### config.mk
export PLATFORM = sky130hd
export DESIGN_NAME = desc_copy_engine
export DESIGN_NICKNAME = d
export VERILOG_FILES = /design/src/rtl/dcopy_pkg.sv /design/src/rtl/dcopy_fsm.sv /design/src/rtl/dcopy_dec_reg.sv /design/src/rtl/dcopy_flag_unit.sv /design/src/rtl/dcopy_tacc.sv /design/src/rtl/desc_copy_engine.sv
export SDC_FILE = /design/constraint.sdc
export NUM_CORES = 1
export LEC_CHECK = 0
export ABC_AREA = 1
export ABC_CLOCK_PERIOD_IN_PS = 4850
export CAP_MARGIN = 20
export CORE_AREA = 2 2 109 111
export DETAILED_ROUTE_END_ITERATION = 10
export DIE_AREA = 0 0 111 113
export DONT_BUFFER_PORTS = 1
export GPL_ROUTABILITY_DRIVEN = 0
export HOLD_SLACK_MARGIN = 0.05
export PLACE_DENSITY = 0.7
export REMOVE_ABC_BUFFERS = 1
export SLEW_MARGIN = 20
export SYNTH_ARGS = -nofsm -noshare
export SYNTH_HDL_FRONTEND = slang
export SYNTH_SLANG_ARGS = --single-unit
export TNS_END_PERCENT = 1
### constraint.sdc
create_clock -name clk_i -period 4.85 [get_ports clk_i]
set_clock_uncertainty 0.1 [all_clocks]
set_input_delay 0.485 -clock clk_i [delete_from_list [all_inputs] [get_ports clk_i]]
set_output_delay 0.485 -clock clk_i [all_outputs]
set_load 0.02 [all_outputs]
### src/rtl/dcopy_pkg.sv
package dcopy_pkg;
  typedef enum logic [1:0] {
    ST_IDLE = 2'd0,
    ST_RD   = 2'd1,
    ST_WR   = 2'd2
  } dc_state_e;

  localparam int unsigned FB_C  = 0;
  localparam int unsigned FB_N  = 1;
  localparam int unsigned FB_PV = 2;
  localparam int unsigned FB_H  = 4;
  localparam int unsigned FB_Z  = 6;
  localparam int unsigned FB_S  = 7;

  localparam logic [7:0] KEEP_MASK = (8'h1 << FB_S) | (8'h1 << FB_Z) | (8'h1 << FB_C);
endpackage

### src/rtl/dcopy_fsm.sv
module dcopy_fsm
  import dcopy_pkg::*;
(
  input  logic      clk_i,
  input  logic      rst_ni,
  input  logic      start_i,
  input  logic      last_i,
  output dc_state_e state_o,
  output logic      load_o,
  output logic      step_o,
  output logic      done_o
);
  dc_state_e state_q, state_d;
  logic      done_q;

  assign load_o = start_i && (state_q == ST_IDLE);
  assign step_o = (state_q == ST_WR);

  always_comb begin
    state_d = state_q;
    unique case (state_q)
      ST_IDLE: if (load_o) state_d = ST_RD;
      ST_RD:   state_d = ST_WR;
      ST_WR:   state_d = last_i ? ST_IDLE : ST_RD;
      default: state_d = ST_IDLE;
    endcase
  end

  always_ff @(posedge clk_i or negedge rst_ni) begin
    if (!rst_ni) begin
      state_q <= ST_IDLE;
      done_q  <= 1'b0;
    end else begin
      state_q <= state_d;
      done_q  <= step_o && last_i;
    end
  end

  assign state_o = state_q;
  assign done_o  = done_q;
endmodule

### src/rtl/dcopy_dec_reg.sv
module dcopy_dec_reg #(
  parameter int unsigned W = 16
) (
  input  logic         clk_i,
  input  logic         rst_ni,
  input  logic         load_i,
  input  logic         step_i,
  input  logic [W-1:0] init_i,
  output logic [W-1:0] val_o,
  output logic [W-1:0] nxt_o
);
  logic [W-1:0] val_q;

  assign nxt_o = val_q - W'(1);

  always_ff @(posedge clk_i or negedge rst_ni) begin
    if (!rst_ni)     val_q <= '0;
    else if (load_i) val_q <= init_i;
    else if (step_i) val_q <= nxt_o;
  end

  assign val_o = val_q;
endmodule

### src/rtl/dcopy_flag_unit.sv
module dcopy_flag_unit
  import dcopy_pkg::*;
(
  input  logic       clk_i,
  input  logic       rst_ni,
  input  logic       load_i,
  input  logic       step_i,
  input  logic [7:0] flags_i,
  input  logic       nz_i,
  output logic [7:0] flags_o
);
  logic [7:0] fl_q;
  logic [7:0] fl_step;

  always_comb begin
    fl_step        = fl_q & KEEP_MASK;
    fl_step[FB_PV] = nz_i;
  end

  always_ff @(posedge clk_i or negedge rst_ni) begin
    if (!rst_ni)     fl_q <= '0;
    else if (load_i) fl_q <= flags_i;
    else if (step_i) fl_q <= fl_step;
  end

  assign flags_o = fl_q;
endmodule

### src/rtl/dcopy_tacc.sv
module dcopy_tacc #(
  parameter int unsigned TW        = 32,
  parameter int unsigned COST_RPT  = 21,
  parameter int unsigned COST_LAST = 16
) (
  input  logic          clk_i,
  input  logic          rst_ni,
  input  logic          clr_i,
  input  logic          step_i,
  input  logic          rpt_i,
  output logic [TW-1:0] tot_o
);
  logic [TW-1:0] tot_q;
  logic [TW-1:0] cost;

  assign cost = rpt_i ? TW'(COST_RPT) : TW'(COST_LAST);

  always_ff @(posedge clk_i or negedge rst_ni) begin
    if (!rst_ni)     tot_q <= '0;
    else if (clr_i)  tot_q <= '0;
    else if (step_i) tot_q <= tot_q + cost;
  end

  assign tot_o = tot_q;
endmodule

### src/rtl/desc_copy_engine.sv
module desc_copy_engine
  import dcopy_pkg::*;
#(
  parameter int unsigned AW        = 16,
  parameter int unsigned DW        = 8,
  parameter int unsigned TW        = 32,
  parameter int unsigned COST_RPT  = 21,
  parameter int unsigned COST_LAST = 16
) (
  input  logic          clk_i,
  input  logic          rst_ni,
  input  logic          start_i,
  input  logic [AW-1:0] src_i,
  input  logic [AW-1:0] dst_i,
  input  logic [AW-1:0] cnt_i,
  input  logic [7:0]    flags_i,
  output logic          mem_rd_o,
  output logic          mem_wr_o,
  output logic [AW-1:0] mem_addr_o,
  output logic [DW-1:0] mem_wdata_o,
  input  logic [DW-1:0] mem_rdata_i,
  output logic [AW-1:0] src_o,
  output logic [AW-1:0] dst_o,
  output logic [AW-1:0] cnt_o,
  output logic [7:0]    flags_o,
  output logic          busy_o,
  output logic          done_o,
  output logic [TW-1:0] tstates_o
);
  localparam int unsigned NLANE = 3;
  localparam int unsigned L_SRC = 0;
  localparam int unsigned L_DST = 1;
  localparam int unsigned L_CNT = 2;

  dc_state_e state;
  logic      load, step, last, cnt_nz;

  logic [AW-1:0] lane_init [NLANE];
  logic [AW-1:0] lane_val  [NLANE];
  logic [AW-1:0] lane_nxt  [NLANE];

  assign lane_init[L_SRC] = src_i;
  assign lane_init[L_DST] = dst_i;
  assign lane_init[L_CNT] = cnt_i;

  for (genvar g = 0; g < NLANE; g++) begin : g_lane
    dcopy_dec_reg #(.W(AW)) u_reg (
      .clk_i  (clk_i),
      .rst_ni (rst_ni),
      .load_i (load),
      .step_i (step),
      .init_i (lane_init[g]),
      .val_o  (lane_val[g]),
      .nxt_o  (lane_nxt[g])
    );
  end

  assign cnt_nz = |lane_nxt[L_CNT];
  assign last   = !cnt_nz;

  dcopy_fsm u_fsm (
    .clk_i   (clk_i),
    .rst_ni  (rst_ni),
    .start_i (start_i),
    .last_i  (last),
    .state_o (state),
    .load_o  (load),
    .step_o  (step),
    .done_o  (done_o)
  );

  dcopy_flag_unit u_flags (
    .clk_i   (clk_i),
    .rst_ni  (rst_ni),
    .load_i  (load),
    .step_i  (step),
    .flags_i (flags_i),
    .nz_i    (cnt_nz),
    .flags_o (flags_o)
  );

  dcopy_tacc #(
    .TW        (TW),
    .COST_RPT  (COST_RPT),
    .COST_LAST (COST_LAST)
  ) u_tacc (
    .clk_i  (clk_i),
    .rst_ni (rst_ni),
    .clr_i  (load),
    .step_i (step),
    .rpt_i  (cnt_nz),
    .tot_o  (tstates_o)
  );

  assign mem_rd_o    = (state == ST_RD);
  assign mem_wr_o    = (state == ST_WR);
  assign mem_addr_o  = mem_wr_o ? lane_val[L_DST] : lane_val[L_SRC];
  assign mem_wdata_o = mem_rdata_i;

  assign src_o  = lane_val[L_SRC];
  assign dst_o  = lane_val[L_DST];
  assign cnt_o  = lane_val[L_CNT];
  assign busy_o = (state != ST_IDLE);
endmodule

# [After elaboration in Yosys (flattened, before gate mapping)]
# Index checks and enable logic that the tools add are counted.
[totals] elab_cells=37 regBits=91 in_bits=67
[classes] add_sub_neg=4 n_mux=15 eq_ne=3 reduce_logical=7
[op_table] op="two-way mux 16 bit" n=7
[op_table] op="two-way mux 32 bit" n=2
[op_table] op="subtractor 16 x 1 -> 16 bit, second input constant" n=3
[op_table] op="adder 32 bit" n=1
[op_table] op="OR reduction 16 bit" n=1
[op_table] op="two-way mux 8 bit" n=1
[op_table] op="two-way mux 6 bit" n=1
[op_table] op="one-hot mux 2 bit (3 select lines)" n=1
[op_table] op="nonzero test 2 bit" n=2
[op_table] op="two-way mux 3 bit" n=1
[op_table] op="equality test 2 x 1 -> 1 bit, second input constant" n=1
[op_table] op="equality test 2 bit, second input constant" n=1
[op_table] op="logical AND 1 bit" n=2
[op_table] op="logical NOT 2 bit" n=1
[op_table] op="two-way mux 2 bit" n=1
[op_table] op="!= test 2 bit, second input constant" n=1
[op_table] op="logical NOT 1 bit" n=1
[op_table] op="two-way mux 1 bit" n=1

# [Logic depth before layout (Yosys ltp)]
# Gate-level depths: netlist (run 1).
[logic_depth] depth_word=6 ltp_mapped=24 depth_no_buf=24

# [Hierarchy]
# Synthesis (run 1) repeated with hierarchy kept, for this count alone.
[unflattened] cells_unflattened=921 area_unflattened_um2=6318.6
[modules_own_cells] module="dcopy_dec_reg" n_inst=3 seq_area_each_um2=400.4 cells_each=161 area_each_um2=1132.3
[modules_own_cells] module="dcopy_tacc" n_inst=1 seq_area_each_um2=800.8 cells_each=288 area_each_um2=2015.7
[modules_own_cells] module="desc_copy_engine" n_inst=1 seq_area_each_um2=0.0 cells_each=100 area_each_um2=454.2
[modules_own_cells] module="dcopy_flag_unit" n_inst=1 seq_area_each_um2=200.2 cells_each=36 area_each_um2=334.1
[modules_own_cells] module="dcopy_fsm" n_inst=1 seq_area_each_um2=75.1 cells_each=14 area_each_um2=117.6

# [Least setup slack after synthesis (run 1)]
# Ideal clock, no wire load.
[synth_timing] kind="flip-flop to flip-flop" startpoint="register g_lane[2].u_reg.val_q[0]" endpoint="register u_tacc.tot_q[20] (netlist: u_tacc.tot_o[20])" t_arrival_ns=2.974 stages_incl_launch_ff=25 synth_period_minus_slack_ns=3.194 path_slack_ns=1.656 path_buffers=0 path_cell_list="dfrtp_1 -> inv_1 -> ha_1 -> nand2_1 -> nor2_1 -> nand2_1 -> nand2_1 -> nand2_1 -> nor2_1 -> nand2_1 -> nor2_2 -> nand2_1 -> ha_1 -> ha_1 -> nand2_1 -> inv_1 -> o21ai_0 -> nand2_1 -> nand2_2 -> inv_1 -> nand3b_1 -> nand3b_1 -> o21ai_0 -> o21ai_0 -> inv_1"
[synth_via] elab_chain_cells=6
[synth_lines] element="start: declaration" line="dcopy_dec_reg.sv:12" source="logic [W-1:0] val_q;"
[synth_lines] element="start signal: assignment" line="dcopy_dec_reg.sv:18" source="else if (load_i) val_q <= init_i;"
[synth_lines] element="start signal: assignment" line="dcopy_dec_reg.sv:19" source="else if (step_i) val_q <= nxt_o;"
[synth_lines] element="subtractor 16 x 1 -> 16 bit" line="dcopy_dec_reg.sv:14" source="assign nxt_o = val_q - W'(1);"
[synth_lines] element="OR reduction 16 bit" line="desc_copy_engine.sv:58" source="assign cnt_nz = |lane_nxt[L_CNT];"
[synth_lines] element="two-way mux 3 bit" line="dcopy_tacc.sv:16" source="assign cost = rpt_i ? TW'(COST_RPT) : TW'(COST_LAST);"
[synth_lines] element="adder 32 bit" line="dcopy_tacc.sv:21" source="else if (step_i) tot_q <= tot_q + cost;"
[synth_lines] element="two-way mux 32 bit" line="dcopy_tacc.sv:21"
[synth_lines] element="two-way mux 32 bit" line="dcopy_tacc.sv:20" source="else if (clr_i) tot_q <= '0;"
[synth_lines] element="end signal: assignment" line="dcopy_tacc.sv:21"
[synth_lines] element="end: declaration" line="dcopy_tacc.sv:13" source="logic [TW-1:0] tot_q;"
# No other way between the ends. The select of a mux whose other input is x is not followed.
# A chain may end at the register's enable or synchronous reset.

# [Final worst setup path (run 1)]
# Same ends and word-level chain as after synthesis.

==> results of run 1 <==
[where the power goes]
part | internal, W | total, W | switching, W
Sequential | 0.00102 | 0.00167 | 0.000647
Clock | 0.000406 | 0.000693 | 0.000288
Combinational | 0.000504 | 0.00167 | 0.00117
Total | 0.00193 | 0.00403 | 0.00210
[kinds of logic after synthesis]
| family | after synthesis | synth area share |
|---|---|---|
| AO/OA/AOI/OAI | 134 | 0.154 |
| XOR/XNOR | 10 | 0.0159 |
| flip-flops | 91 | 0.413 |
| buffers and inverters | 138 | 0.102 |
| AND/OR/NAND/NOR | 388 | 0.300 |
| adder cells (fa/ha/maj) | 7 | 0.0159 |
[state kept, by name, indices dropped and copies added, names as in the netlist]
signal / cells
u_tacc.tot_o: 32
u_flags.flags_o: 8
u_fsm.done_o: 1
u_fsm.state_o: 2
g_lane.u_reg.val_o: 48
[placed cells by master, fill, tap and decap left out, types with 6 or more instances in the layout]
cell       synthesis  layout
nor3_1             7       7
nor2_2             8       8
o311ai_0           6       6
o211ai_1          20      20
ha_1               7       7
clkbuf_16          0       9
buf_4              8       6
o21ai_0           61      61
a21oi_1            8       8
nand4_1           16      16
dfrtp_1           91      91
nor2_1            74      74
o21ai_1            7       7
xor2_1             7       7
inv_1             98      98
a22o_1             6       6
a22oi_1            6       6
nand2_1          217     216
o221ai_1          11      11
nand3_1           52      52
[cell type report]
class,count,area share
tap,143,0.0304
inverter,103,0.0657
clock buffer,11,0.0412
multi-input combinational,539,0.455
clock inverter,3,0.00680
sequential,91,0.387
timing repair buffer,8,0.0140
[routing by layer]
metal  vias up  GRT usage  wire, um
met4         0     0.0842       239
met3        18     0.0884      1300
met2       199      0.404      7070
met1      2383      0.301      6320
met5         -          0         0
li1       2495          -         -
[worst max path at each step]
stage / startpoint / end / slack [ps] / cells past startpoint
floorplan: u_fsm.state_o[1]$_DFFE_PN0P_ / g_lane[1].u_reg.val_o[14]$_DFFE_PN0P_ / 1540 / 7
global placement: g_lane[2].u_reg.val_o[0]$_DFFE_PN0P_ / u_tacc.tot_o[20]$_DFFE_PN0P_ / 1330 / 24
detailed placement: g_lane[2].u_reg.val_o[0]$_DFFE_PN0P_ / u_tacc.tot_o[20]$_DFFE_PN0P_ / 1190 / 24
CTS: g_lane[2].u_reg.val_o[0]$_DFFE_PN0P_ / u_tacc.tot_o[20]$_DFFE_PN0P_ / 1170 / 24
global route: g_lane[2].u_reg.val_o[0]$_DFFE_PN0P_ / u_tacc.tot_o[28]$_DFFE_PN0P_ / 780 / 23
finish: g_lane[2].u_reg.val_o[0]$_DFFE_PN0P_ / u_tacc.tot_o[20]$_DFFE_PN0P_ / 1170 / 24
[per-stage QoR]
stage / util / instance area, um2 / std cells
after floorplan: - / 5340 / 733
final: 0.522 / 5890 / 898
after detailed placement: 0.494 / 5570 / 882
after global routing: 0.522 / 5890 / 898
after global placement: 0.494 / 5570 / 882
after CTS: 0.522 / 5890 / 898
==> summary.md, run 1 <==
| Metric | Value |
|---|---|
| Outcome | `complete, no violations` |
| Post-Synthesis Cells | `768` |
| Total Power | `0.00403 W` |
| Setup WS post-layout | `1170 ps` |
| Avg Synthesized Cell Area | `7.18 um2` |
| CP peak stage delay | `490 ps` |
| RSZ-0062 raised after global routing | `no` |
| DR vias | `5095` |
| Most used cell, CP | `nand2_1` |
| Clock Latency Late Sink | `350 ps` |
| Synth top area share | `0.413` |
| Hold Violations, Final | `0` |
| # IOs | `183` |
| DR iter-0 viols | `296` |
| # port buffers | `0` |
| FF-to-FF Start | `g_lane[2].u_reg.val_o[0]$_DFFE_PN0P_` |
| Inserted Diodes | `0` |
| Die area | `12500 um2` |
| Top FF cell, synth | `dfrtp_1` |
| Seq/Total Area, Yosys | `0.413` |
| Max-Cap Viols | `0` |
| Max FO, Critical Path | `6` |
| Fill count | `1060` |
| Core area | `11300 um2` |
| Hold buffers post-CTS | `2` |
| Row Count | `39` |
| Critical Path Sink Type | `register` |
| Vias/cell | `5.67` |
| Pin count of the biggest net entering global routing | `92` |
| Die Y | `113 um` |
| Slew HR | `0.402` |
| Detailed Place HPWL | `10400 um` |
| Worst slew pin tran | `896 ps` |
| Post-CTS Resized | `0` |
| Root Driver | `clkbuf_16` |
| Antenna violations before repair | `0` |
| Setup TNS Final | `0 ps` |
| Fmax | `272 MHz` |
| Die Wd | `111 um` |
| Post-Syn Area | `5520 um2` |
| Synth cell count leaders | `nand2_1 (217), inv_1 (98), dfrtp_1 (91)` |
| Max-slew violations | `0` |
| Crit-path cells | `inv_1 -> ha_1 -> nand2_1 -> nor2_1 -> nand2_1 -> nand2_1 -> nand2_1 -> nor2_1 -> nand2_1 -> nor2_2 -> nand2_1 -> ha_1 -> ha_1 -> nand2_1 -> inv_1 -> o21ai_0 -> nand2_1 -> nand2_2 -> inv_1 -> nand3b_1 -> nand3b_1 -> o21ai_0 -> o21ai_0 -> inv_1` |
| TritonRoute pass-1 iters | `5` |
| Post-synth EDFFs | `0` |
| Vias in the first global route | `4990` |
| Num CTS Buffers | `9` |
| CP Class | `register to register` |
| IR drop worst, VDD | `519 uV` |
| Clk sinks | `91` |
| CTS tree | `built` |
| Final setup fails | `0` |
| Post-CTS setup buffer count | `0` |
| WL final | `14900 um` |
| Hold crit path type | `input port to register` |
| H-tree depth | `3` |
| Hold Path End | `u_flags.flags_o[0]$_DFFE_PN0P_` |
| Post-route ant nets | `0` |
| Post-synth top area cell | `dfrtp_1` |
| Hold Path Stages | `2` |
| WL per Instance | `16.6 um` |
| Hold_sp | `flags_i[0]` |
| Initial Utilization | `0.489` |
| Critical path's slowest cell | `dfrtp_1` |
| Leakage | `2.73 nW` |
| Reg2Reg Depth | `24` |
| Library cells used by synthesis | `38` |
| Layout area overhead | `6.74%` |
| Buf/Inv on CP | `4` |
| Async set-reset flop share out of synthesis | `1.00` |
| Proportion of layout cells with a drive suffix above 1 | `0.0596` |
| Wire length of the first global-routing pass | `24800 um` |
| Largest cells by area after synthesis | `dfrtp_1 (41%), nand2_1 (15%), inv_1 (6.7%), o21ai_0 (5.5%), nor2_1 (5.0%)` |
| Seq cells post-synth | `91` |
| Reg area | `2280 um2` |
| Worst-path clk slew | `70 ps` |
| GRT Residual Overflow | `0` |
| Worst Path Required | `5000 ps` |
| Critical path launch point type | `register` |
| CTS Buffer Depth | `2` |
| Final min period | `3680 ps` |
| Power density cells | `685 nW/um2` |
| Nets@finish | `826` |
| Crit path max-delay family | `simple AND/OR/NAND/NOR gates` |
| Worst path arrival time | `3830 ps` |
| Multi-input logic area | `2680 um2` |
| WHS | `140 ps` |
| DRC Markers | `0` |
| Reg2Reg Setup Slack | `1170 ps` |
| Top-count cell post-synth | `nand2_1` |
| Period utilisation layout | `0.759` |
| Yosys warning count | `0` |
| Reg2reg end | `u_tacc.tot_o[20]$_DFFE_PN0P_` |
| Pre-CTS WS | `1190 ps` |
| GRT Total Usage | `0.245` |
Note: power is estimated with default switching activity, not from simulation.
==> run 2: changes to the inputs <==
--- a/config.mk
+++ b/config.mk
@@ -5,12 +5,12 @@
 export SDC_FILE = /design/constraint.sdc
 export NUM_CORES = 1
 export LEC_CHECK = 0
-export ABC_AREA = 1
-export ABC_CLOCK_PERIOD_IN_PS = 4850
+export ABC_AREA = 0
+export ABC_CLOCK_PERIOD_IN_PS = 3700
 export CAP_MARGIN = 20
-export CORE_AREA = 2 2 109 111
+export CORE_AREA = 2 2 106 108
 export DETAILED_ROUTE_END_ITERATION = 10
-export DIE_AREA = 0 0 111 113
+export DIE_AREA = 0 0 108 110
 export DONT_BUFFER_PORTS = 1
 export GPL_ROUTABILITY_DRIVEN = 0
 export HOLD_SLACK_MARGIN = 0.05
==> constraint.sdc (replaced) <==
create_clock -name clk_i -period 3.7 [get_ports clk_i]
set_clock_uncertainty 0.1 [all_clocks]
set_input_delay 0.37 -clock clk_i [delete_from_list [all_inputs] [get_ports clk_i]]
set_output_delay 0.37 -clock clk_i [all_outputs]
set_load 0.02 [all_outputs]
==> run 2 against run 1 <==
Area after synthesis shrank 5.6%. Via count fell by 2.1%. Fmax up 2.3%. Flip-flop and latch count unchanged. Wire length is 3.6% higher. Combinational power is 43% higher. Worst hold slack worse by 71 ps. Synthesized cell count down 23%. Final cell count shrank 11%. Total power rose by 31%. Register-to-register slack worse by 1100 ps. Sequential power grew 31%. Critical path type unchanged. Largest cell class unchanged.
==> summary.md, run 2 <==
| Metric | Value |
|---|---|
| CP Class | `register to register` |
| Final setup fails | `0` |
| WL per Instance | `19.4 um` |
| Final Util | `0.587` |
| Final min period | `3600 ps` |
| Crit. path cell count | `12` |
| Top FF cell, synth | `dfrtp_1` |
| Post-route ant nets | `0` |
| Max-Cap Viols | `0` |
| Synth cell count leaders | `nand2_1 (153), dfrtp_1 (91), nand3_1 (42)` |
| # port buffers | `0` |
| GRT Residual Overflow | `0` |
| Row Count | `38` |
| Leakage | `2.73 nW` |
| Critical path launch point type | `register` |
| Largest cells by area after synthesis | `dfrtp_1 (44%), nand2_1 (11%), nand3_1 (4.0%), o21ai_0 (3.5%), mux2i_1 (3.3%)` |
| CTS Buffer Depth | `2` |
| Avg Synthesized Cell Area | `8.75 um2` |
| Die area | `11900 um2` |
| Initial Utilization | `0.487` |
| DR iter-0 viols | `319` |
| Buf/Inv on CP | `1` |
| FF-to-FF Start | `g_lane[2].u_reg.val_o[1]$_DFFE_PN0P_` |
| Post-synth top area cell | `dfrtp_1` |
| Antenna violations before repair | `0` |
| Core area | `10700 um2` |
| H-tree depth | `3` |
| Power density cells | `841 nW/um2` |
| Clock Latency Late Sink | `360 ps` |
| Cell total after placement | `722` |
| Yosys warning count | `0` |
| WL final | `15500 um` |
| Num CTS Buffers | `9` |
| Post-Synthesis Cells | `595` |
| Max-slew violations | `0` |
| Pin count of the biggest net entering global routing | `92` |
| Worst Path Required | `3830 ps` |
| Commonest non-fill, non-tap cells in the layout | `nand2_1 (153), dfrtp_1 (91), dlygate4sd3_1 (49), nand3_1 (41), o21ai_0 (35)` |
| Slew HR | `0.426` |
| Hold Violations, Final | `0` |
| Async set-reset flop share out of synthesis | `1.00` |
| Die Y | `110 um` |
| GRT Total Usage | `0.252` |
| CP peak stage delay | `590 ps` |
| Worst-path clk slew | `100 ps` |
| Crit path max-delay family | `simple AND/OR/NAND/NOR gates` |
| Library cells used by synthesis | `63` |
| Crit-path cells | `buf_6 -> or4_4 -> nor3b_4 -> o21ai_2 -> a221oi_4 -> nand3_2 -> ha_4 -> a31o_2 -> a21oi_2 -> nand2b_1 -> o311ai_0 -> o41ai_1` |
| Reg2Reg Depth | `12` |
| Inserted Diodes | `0` |
| Top-count cell post-synth | `nand2_1` |
| Fmax | `278 MHz` |
| Worst slew pin tran | `859 ps` |
| Proportion of layout cells with a drive suffix above 1 | `0.124` |
| Vias/cell | `6.28` |
| Critical path's slowest cell | `or4_4` |
| Seq/Total Area, Yosys | `0.437` |
| CTS tree | `built` |
| Reg2reg end | `u_tacc.tot_o[17]$_DFFE_PN0P_` |
| Reg2Reg Setup Slack | `100 ps` |
| Vias in the first global route | `4718` |
| DR vias | `4989` |
| Worst Setup EP | `u_tacc.tot_o[17]$_DFFE_PN0P_` |
| Seq cells post-synth | `91` |
| Final Non-Filler Cells | `795` |
| DRC Markers | `0` |
| Period utilisation layout | `0.973` |
| Hold crit path type | `input port to register` |
| IR drop worst, VDD | `475 uV` |
| Outcome | `complete, no violations` |
| TritonRoute pass-1 iters | `7` |
| Post-synth EDFFs | `0` |
| Hold Path Stages | `2` |
| Critical Path Source | `g_lane[2].u_reg.val_o[1]$_DFFE_PN0P_` |
| Critical Path Sink Type | `register` |
| Clk sinks | `91` |
| Post-Syn Area | `5210 um2` |
| Wire length of the first global-routing pass | `23700 um` |
| Nets@finish | `724` |
| # IOs | `183` |
| Root Driver | `clkbuf_8` |
| Detailed Place HPWL | `10100 um` |
| Layout area overhead | `20.7%` |
| Die Wd | `108 um` |
| Synth top area share | `0.437` |
| Worst path arrival time | `3730 ps` |
| Max FO, Critical Path | `6` |
| Max FFs per register | `48` |
| Commonest non-fill, non-tap cell in the layout | `nand2_1` |
run 2: power breakdown:
part | switching, W | internal (W) | total (W) | leakage [nW]
clock network | 0.000367 | 0.000349 | 0.000716 | 0.106
logic | 0.00151 | 0.000880 | 0.00239 | 1.45
registers | 0.000851 | 0.00133 | 0.00218 | 1.17
total | 0.00273 | 0.00255 | 0.00528 | 2.73
run 2: what timing repair did:
action                                  4_1_cts  5_1_grt
resized for setup                             2       16
pin swaps                                     0        9
endpoints found under the setup margin       12       25
setup buffers                                 0        8
hold buffers                                 49        1
hold endpoints to repair                    138        1
run 2: worst min path at each step:
stage                        start  slack (ps)                                    to
final                     src_i[0]          70  g_lane[0].u_reg.val_o[0]$_DFFE_PN0P_
after global routing      src_i[0]          50  g_lane[0].u_reg.val_o[0]$_DFFE_PN0P_
after CTS                 src_i[7]          50  g_lane[0].u_reg.val_o[7]$_DFFE_PN0P_
after detailed placement    rst_ni         -20          u_tacc.tot_o[14]$_DFFE_PN0P_
after global placement      rst_ni         -20          u_tacc.tot_o[14]$_DFFE_PN0P_
after floorplan             rst_ni         -30  g_lane[0].u_reg.val_o[0]$_DFFE_PN0P_
run 2: metrics by stage:
step	instance area (um2)	TNS, ps	worst slack [ps]	hold slack, ps	power, W
2_1_floorplan	5000	-11.7	-11.7	-25.6	0.00357
3_3_place_gp	5410	0	37.6	-23.5	0.00426
3_5_place_dp	5410	-741	-142	-23.2	0.00433
4_1_cts	6130	-25.8	-25.8	50.3	0.00512
5_1_grt	6280	-137	-51.1	50.8	0.00562
6_report	6280	0	98.8	68.6	0.00528
run 2: kinds of logic (layout without fill, tap and decap cells):
family	count (synthesis)	after routing	share of synthesized area
simple gates	295	295	0.277
compound gates	124	124	0.174
flops	91	91	0.437
buf+inv	53	113	0.0483
mux	17	17	0.0327
xor+xnor	8	8	0.0135
fa+ha+maj	7	7	0.0168
run 2: layout make-up:
cell class,count,area (um2)
fillers,920,4410
multi-input cells,451,2790
flip-flops and latches,91,2280
repair buffers,85,797
well taps,140,175
clock buffers,12,155
clock inverters,4,48.8
inverters,12,45.0
run 2: worst reg2reg max path: cells and delay by family, from the launching register on:
kind                     cells  cell delay (ps)
buffers and inverters        1              150
adder cells (fa/ha/maj)      1              310
AND/OR/NAND/NOR              4             1300
flip-flops                   1              420
AO/OA/AOI/OAI                6             1200
run 2: metal layers:
layer  part of all wire  vias up  routed length [um]  global-route usage
met5                  0        -                   0                   0
met4              0.012        0                 180              0.0797
met3              0.086       22                1330              0.0788
met2               0.49      256                7570               0.415
met1               0.41     2427                6370               0.319
li1                   -     2284                   -                   -
